`src/rtl/frs_pkg.sv`:
```
package frs_pkg;
   typedef enum logic [1:0] {
      ST_FETCH  = 2'd0,
      ST_LOAD   = 2'd1,
      ST_REPLAY = 2'd2
   } frs_state_t;
endpackage

```
`src/rtl/frs_sampler.sv`:
```
module frs_sampler #(
   parameter int          PRIO_W        = 2,
   parameter logic [PRIO_W-1:0] NORMAL_LVL = '0,
   parameter logic [PRIO_W-1:0] HIGH_LVL   = '1,
   parameter bit          PRIO_AT_FRAME = 1'b0
) (
   input  logic              clk,
   input  logic              rst_n,
   input  logic              frame_start,
   input  logic              sr_enable,
   input  logic              prio_bit,
   output logic              en_sampled,
   output logic [PRIO_W-1:0] prio_lvl
);
   always_ff @(posedge clk) begin
      if (!rst_n) en_sampled <= 1'b0;
      else        en_sampled <= sr_enable;
   end

   generate
      if (PRIO_AT_FRAME) begin : g_prio_frame
         always_ff @(posedge clk) begin
            if (!rst_n)           prio_lvl <= NORMAL_LVL;
            else if (frame_start) prio_lvl <= prio_bit ? HIGH_LVL : NORMAL_LVL;
         end
      end else begin : g_prio_cycle
         always_ff @(posedge clk) begin
            if (!rst_n) prio_lvl <= NORMAL_LVL;
            else        prio_lvl <= prio_bit ? HIGH_LVL : NORMAL_LVL;
         end
      end
   endgenerate
endmodule

```
`src/rtl/frs_load_tracker.sv`:
```
module frs_load_tracker (
   input  logic clk,
   input  logic rst_n,
   input  logic frame_start,
   input  logic in_load,
   input  logic fifo_full,
   output logic frame_loaded
);
   logic seen_q;

   always_ff @(posedge clk) begin
      if (!rst_n)           seen_q <= 1'b0;
      else if (frame_start) seen_q <= 1'b0;
      else if (in_load && fifo_full) seen_q <= 1'b1;
   end

   assign frame_loaded = in_load && (seen_q || fifo_full);
endmodule

```
`src/rtl/frs_fsm.sv`:
```
module frs_fsm
   import frs_pkg::*;
(
   input  logic clk,
   input  logic rst_n,
   input  logic frame_start,
   input  logic en_sampled,
   input  logic frame_loaded,
   output logic in_load,
   output logic fetch_en,
   output logic replay_en
);
   frs_state_t state_q, state_d;

   always_comb begin
      state_d = state_q;
      if (frame_start) begin
         unique case (state_q)
            ST_FETCH:  state_d = en_sampled ? ST_LOAD : ST_FETCH;
            ST_LOAD:   state_d = !en_sampled  ? ST_FETCH :
                                 frame_loaded ? ST_REPLAY : ST_LOAD;
            ST_REPLAY: state_d = en_sampled ? ST_REPLAY : ST_FETCH;
            default:   state_d = ST_FETCH;
         endcase
      end
   end

   always_ff @(posedge clk) begin
      if (!rst_n) state_q <= ST_FETCH;
      else        state_q <= state_d;
   end

   assign in_load   = (state_q == ST_LOAD);
   assign replay_en = (state_q == ST_REPLAY);
   assign fetch_en  = !replay_en;
endmodule

```
`src/rtl/frame_replay_ctrl.sv`:
```
module frame_replay_ctrl #(
   parameter int          PRIO_W        = 2,
   parameter logic [PRIO_W-1:0] NORMAL_LVL = '0,
   parameter logic [PRIO_W-1:0] HIGH_LVL   = '1,
   parameter bit          PRIO_AT_FRAME = 1'b0
) (
   input  logic              clk,
   input  logic              rst_n,
   input  logic              frame_start,
   input  logic              sr_enable,
   input  logic              prio_bit,
   input  logic              fifo_full,
   output logic              fetch_en,
   output logic              replay_en,
   output logic [PRIO_W-1:0] req_prio
);
   generate
      if (PRIO_W < 1) begin : g_bad_width
         $error("PRIO_W must be at least 1");
      end
      if (HIGH_LVL == NORMAL_LVL) begin : g_bad_levels
         $error("HIGH_LVL and NORMAL_LVL must differ");
      end
   endgenerate

   logic en_sampled;
   logic in_load;
   logic frame_loaded;

   frs_sampler #(
      .PRIO_W(PRIO_W), .NORMAL_LVL(NORMAL_LVL),
      .HIGH_LVL(HIGH_LVL), .PRIO_AT_FRAME(PRIO_AT_FRAME)
   ) u_sampler (
      .clk(clk), .rst_n(rst_n), .frame_start(frame_start),
      .sr_enable(sr_enable), .prio_bit(prio_bit),
      .en_sampled(en_sampled), .prio_lvl(req_prio)
   );

   frs_load_tracker u_tracker (
      .clk(clk), .rst_n(rst_n), .frame_start(frame_start),
      .in_load(in_load), .fifo_full(fifo_full), .frame_loaded(frame_loaded)
   );

   frs_fsm u_fsm (
      .clk(clk), .rst_n(rst_n), .frame_start(frame_start),
      .en_sampled(en_sampled), .frame_loaded(frame_loaded),
      .in_load(in_load), .fetch_en(fetch_en), .replay_en(replay_en)
   );
endmodule

```
`config.mk`:
```
export PLATFORM = sky130hd
export DESIGN_NAME = frame_replay_ctrl
export DESIGN_NICKNAME = d
export VERILOG_FILES = /design/src/rtl/frs_pkg.sv /design/src/rtl/frs_sampler.sv /design/src/rtl/frs_load_tracker.sv /design/src/rtl/frs_fsm.sv /design/src/rtl/frame_replay_ctrl.sv
export SDC_FILE = /design/constraint.sdc
export NUM_CORES = 1
export LEC_CHECK = 0
export ABC_CLOCK_PERIOD_IN_PS = 1200
export BUFFER_PORTS_ARGS = -buffer_cell sky130_fd_sc_hd__buf_2
export CAP_MARGIN = 30
export CORE_AREA = 4 4 41 43
export CTS_CLUSTER_SIZE = 8
export DETAILED_ROUTE_END_ITERATION = 8
export DIE_AREA = 0 0 45 47
export GPL_TIMING_DRIVEN = 1
export PLACE_DENSITY_LB_ADDON = 0.05
export SYNTH_ARGS = -nofsm -noshare
export SYNTH_HDL_FRONTEND = slang
export SYNTH_SLANG_ARGS = --single-unit
```
`constraint.sdc`:
```
create_clock -name clk -period 1.2 [get_ports clk]
set_input_delay 0.06 -clock clk [delete_from_list [all_inputs] [get_ports clk]]
set_output_delay 0.06 -clock clk [all_outputs]
set_load 0.02 [all_outputs]
```
== Yosys cells after proc, flatten, opt, wreduce, memory -nomap -nowiden ==
Index checks and enable logic that the tools add are counted.
Cells by class
  equality and inequality tests: 2
  bitwise gates (word level): 1
  reductions and logical operators: 6
  mux-type cells: 6
Operators by type and width (number)
  2-bit 2-to-1 mux: 4
  2-bit one-hot mux with 3 select lines: 1
  2-bit by 1-bit equality test with 1-bit output (second input constant): 1
  2-bit equality test (second input constant): 1
  1-bit logical AND: 2
  2-bit logical NOT: 1
  2-bit OR reduction: 1
  1-bit logical NOT: 1
  1-bit logical OR: 1
  1-bit 2-to-1 mux: 1
  1-bit NOT: 1
Word-level totals
  word-level logic and storage cells: 19
  bits of input ports: 6
  output and inout port bits: 4
  register bits: 6

== Longest topological paths before layout ==
  depth in word-level cells: 5
  mapped depth: 3
  gate-level depth less buffers: 3

== By module ==
Synthesis repeated with hierarchy kept, for this count alone.
Second synthesis, totals
  cells, all modules: 23
  area, all modules: 217.7 µm²
By module, submodules not included
  frs_fsm: cells an instance 14, instances 1, seq. area each 40.0 µm², area an instance 112.6 µm²
  frs_sampler: cells an instance 5, instances 1, seq. area each 40.0 µm², area an instance 60.1 µm²
  frs_load_tracker: cells an instance 4, instances 1, seq. area each 20.0 µm², area an instance 45.0 µm²

== Least setup slack after synthesis ==
OpenSTA, ideal clock, no wires.
  path kind: reg2out
  from: register u_fsm.state_q[1]
  to: output port fetch_en
  required time: 1.140 ns
  data arrival time: 0.920 ns
  cell stages (with the launch flop): 4
  setup slack: 0.220 ns
  path buffers: 0
  cell sequence: dfxtp_1 inv_1 nor2_1 inv_1
Between the ends
  word-level cells in the longest chain between the ends: 2
Ends and longest elaborated chain
  start: declaration: line frs_fsm.sv:13  | frs_state_t state_q, state_d;
  start signal: assignment: line frs_fsm.sv:30  | else state_q <= state_d;
  2-bit equality test: line frs_fsm.sv:34  | assign replay_en = (state_q == ST_REPLAY);
  net replay_en: line frame_replay_ctrl.sv:14  | output logic replay_en,
  1-bit logical NOT: line frs_fsm.sv:35  | assign fetch_en = !replay_en;
  end: declaration: line frame_replay_ctrl.sv:13  | output logic fetch_en,
The timed path passes the listed nets, and every way through them passes these cells.

== Worst setup path after layout ==
  from: register u_fsm.state_q[1]
  to: output port fetch_en
Between the ends
  word-level cells in the longest chain between the ends: 2
Ends and longest elaborated chain (line)
  2-bit equality test: frs_fsm.sv:34
  1-bit logical NOT: frs_fsm.sv:35
No other way between the ends.

==> impl_table.tex <==
\begin{tabular}{lr}
\hline
Metric & Value \\
\hline
\multicolumn{2}{l}{\textbf{STA}} \\
\quad RSZ-0062 raised after global routing & false \\
\quad Fin crit period & 1.048 ns \\
\quad Final clock period utilization by the worst path & 87.37\% \\
\quad Number of hold-slack violations in the final timing report & 0 \\
\quad Max-slew violation total from the final report & 0 \\
\quad Number of endpoints failing setup at the final stage & 0 \\
\quad Slew at the pin closest to its max-slew limit & 0.1852 ns \\
\quad Relative slew margins & 87.63\% \\
\quad Worst-case clock skew & 0.003229 ns \\
\quad Achievable frequency & 953.8 MHz \\
\quad Total negative slack & 0 ns \\
\multicolumn{2}{l}{\textbf{Cells and area}} \\
\quad Area occupied by registers & 100.1 um\^{}2 \\
\quad Most common cell after layout, fill and taps aside & sky130\_fd\_sc\_hd\_\_buf\_2 \\
\quad Share of final-layout standard cells stronger than drive strength 1 & 38.24\% \\
\quad Most frequent cells in the layout & 9 x sky130\_fd\_sc\_hd\_\_buf\_2, 5 x sky130\_fd\_sc\_hd\_\_dfxtp\_1, 3 x sky130\_fd\_sc\_hd\_\_inv\_1, 3 x sky130\_fd\_sc\_hd\_\_clkbuf\_4 \\
\quad Synth-to-Final Area Change & 40.49\% \\
\quad Final net count & 41 \\
\quad Number of antenna repair diodes & 0 \\
\quad Footprint of the multi-input gates & 85.08 um\^{}2 \\
\quad Filler cell count in the final layout & 148 \\
\multicolumn{2}{l}{\textbf{Critical path}} \\
\quad WS Path Type & flip-flop to output port \\
\quad Worst endpoint required time & 1.14 ns \\
\quad Endpoint class of the critical path & output port \\
\quad Max Fanout on Critical Path & 3 \\
\quad Startpoint kind of the worst setup timing path & flip-flop \\
\quad Endpoint arrival time on the critical path & 0.99 ns \\
\multicolumn{2}{l}{\textbf{Power}} \\
\quad Peak supply drop & 0.5489 mV \\
\quad Pwr/cell area & 1409 nW/um\^{}2 \\
\quad Total power of the final layout & 403.8 uW \\
\quad Leakage power figure & 0.1242 nW \\
\multicolumn{2}{l}{\textbf{CTS}} \\
\quad Reg clk slew, reported paths & 0.04 ns \\
\quad Num CTS Buffers & 3 \\
\quad Htree depth & 1 \\
\quad Root Buffer & sky130\_fd\_sc\_hd\_\_clkbuf\_4 \\
\quad Gates resized, CTS repair & 0 \\
\quad Post-CTS setup buffer count & 0 \\
\quad CTS tree & built \\
\quad Clock insertion delay at the later pin of the skew report & 0.24 ns \\
\quad Maximum root-to-sink buffer count & 2 \\
\quad \# hold bufs at CTS & 0 \\
\quad Number of clock sinks & 5 \\
\multicolumn{2}{l}{\textbf{Route}} \\
\quad Number of remaining DRC errors & 0 \\
\quad Length of the first detailed-routing pass in iterations & 2 \\
\quad DR vias & 192 \\
\quad Routed WL per cell & 9.878 um \\
\quad Routed WL & 484 um \\
\quad Ratio of routed vias to standard cells & 3.918 \\
\quad Count of routing violations after the opening detailed-route iteration & 5 \\
\quad ANT nets after route & 0 \\
\multicolumn{2}{l}{\textbf{Die}} \\
\quad Die area & 2115 um\^{}2 \\
\quad Std-Cell Core Area & 1301 um\^{}2 \\
\quad Core Rows & 13 \\
\quad Chip Height & 47 um \\
\quad Starting Density & 15.67\% \\
\quad Width of the die & 45 um \\
\quad Number of I/O pins & 10 \\
\multicolumn{2}{l}{\textbf{Synth}} \\
\quad \#FFs+latches synth & 5 \\
\quad Post-synthesis sequential area ratio & 49.08\% \\
\quad Total nets after synthesis & 28 \\
\quad Post-synthesis cell type count & 14 \\
\quad Average cell area after synthesis & 9.270 um\^{}2 \\
\quad Post-synthesis instance total & 22 \\
\quad Syn. warnings & 0 \\
\quad Synthesized area & 203.9 um\^{}2 \\
\quad Top post-synthesis cells by area & sky130\_fd\_sc\_hd\_\_dfxtp\_1 49\%, sky130\_fd\_sc\_hd\_\_and2\_1 6.1\%, sky130\_fd\_sc\_hd\_\_inv\_1 5.5\%, sky130\_fd\_sc\_hd\_\_a32o\_1 4.9\%, sky130\_fd\_sc\_hd\_\_o21ai\_0 4.9\% \\
\quad Dominant cell type by area after synthesis & sky130\_fd\_sc\_hd\_\_dfxtp\_1 \\
\quad Share of the synthesized area in the top cell type & 49.08\% \\
\multicolumn{2}{l}{\textbf{Global route}} \\
\quad GR Overflow Total & 0 \\
\quad Global-route wire length before repair & 786 um \\
\quad Initial antenna violation count & 0 \\
\quad Total global-route track usage & 6.008\% \\
\quad Maximum number of pins on one net before global-route repair & 8 \\
\quad Vias in the first global route & 186 \\
\multicolumn{2}{l}{\textbf{Min path}} \\
\quad Type of the most critical hold path & primary input to flip-flop \\
\multicolumn{2}{l}{\textbf{Placement}} \\
\quad Buffers on Ports & 9 \\
\quad Gpl congestion & 0.7783 \\
\quad Final HPWL DP & 371.6 um \\
\multicolumn{2}{l}{\textbf{Run}} \\
\quad Max-cap violations & 0 \\
\multicolumn{2}{l}{\textbf{Run status}} \\
\quad Run status & completed \\
\hline
\end{tabular}
[per-stage QoR]
stage / utilization [%] / setup slack, ns / hold slack [ns] / cell area, um^2 / cells
after floorplan: - / 0.2202 / 0.1361 / 203.9 / 22
after global placement: 20.00 / 0.2845 / 0.2668 / 260.3 / 45
after detailed placement: 20.00 / 0.2849 / 0.2780 / 260.3 / 45
after CTS: 22.02 / 0.1351 / 0.02416 / 286.5 / 49
after global routing: 22.02 / 0.03802 / 0.01355 / 286.5 / 49
final: 22.02 / 0.1516 / 0.02806 / 286.5 / 49
[worst paths after layout]
kind | startpoint | to | slack (ns) | cells past startpoint
worst max-delay path | u_fsm.state_q[1] | fetch_en | 0.15 | 4
worst min-delay path | sr_enable | u_sampler.en_sampled | 0.03 | 2
worst max register to register | u_sampler.en_sampled | u_fsm.state_q[1] | 0.29 | 3
worst min register to register | u_tracker.seen_q | u_tracker.seen_q | 0.55 | 2
[registers in the layout, indices dropped and copies added, names as in the netlist]
register,cells
u_sampler.en_sampled,1
u_tracker.seen_q,1
u_sampler.prio_lvl,1
u_fsm.state_q,2
[routing by layer]
layer	GRT usage, %	vias up	part of all wire [%]
met5	0	-	0
met4	3.509	0	1.0
met3	6.897	2	13
met2	8.475	8	47
met1	5.011	84	38
li1	-	98	-
[critical path, stage by stage, from the launching register on]
cell and delay (ns):
sky130_fd_sc_hd__dfxtp_1 0.36, sky130_fd_sc_hd__inv_1 0.07, sky130_fd_sc_hd__nor2_1 0.13, sky130_fd_sc_hd__inv_1 0.05, sky130_fd_sc_hd__buf_2 0.15
[cells by family after synthesis]
| family | count (synthesis) | synth area share, % |
|---|---|---|
| AO/OA/AOI/OAI | 5 | 16.57 |
| buffers and inverters | 4 | 9.203 |
| flip-flops | 5 | 49.08 |
| AND/OR/NAND/NOR | 8 | 25.15 |
[report_power, final]
group          switching [mW]  internal, mW
registers             0.00352         0.172
logic                  0.0164        0.0151
clock network          0.0707         0.126
total                  0.0906         0.313
[synth_stat cells (all sizes together)]
master and count:
dfxtp 5, inv 3, and2 2, o21ai 2
a31oi 1, a32o 1, and3 1, buf 1
nand3 1, nand3b 1, nor2 1, nor2b 1
nor3b 1, o21a 1
[area by class of cell]
class	instances	share of cell area (%)
Sequential cell	5	34.93
Multi-Input combinational cell	13	29.69
Timing Repair Buffer	9	15.72
Clock buffer	4	9.170
Tap cell	15	6.550
Inverter	3	3.930
(Power assumes the default switching activity.)
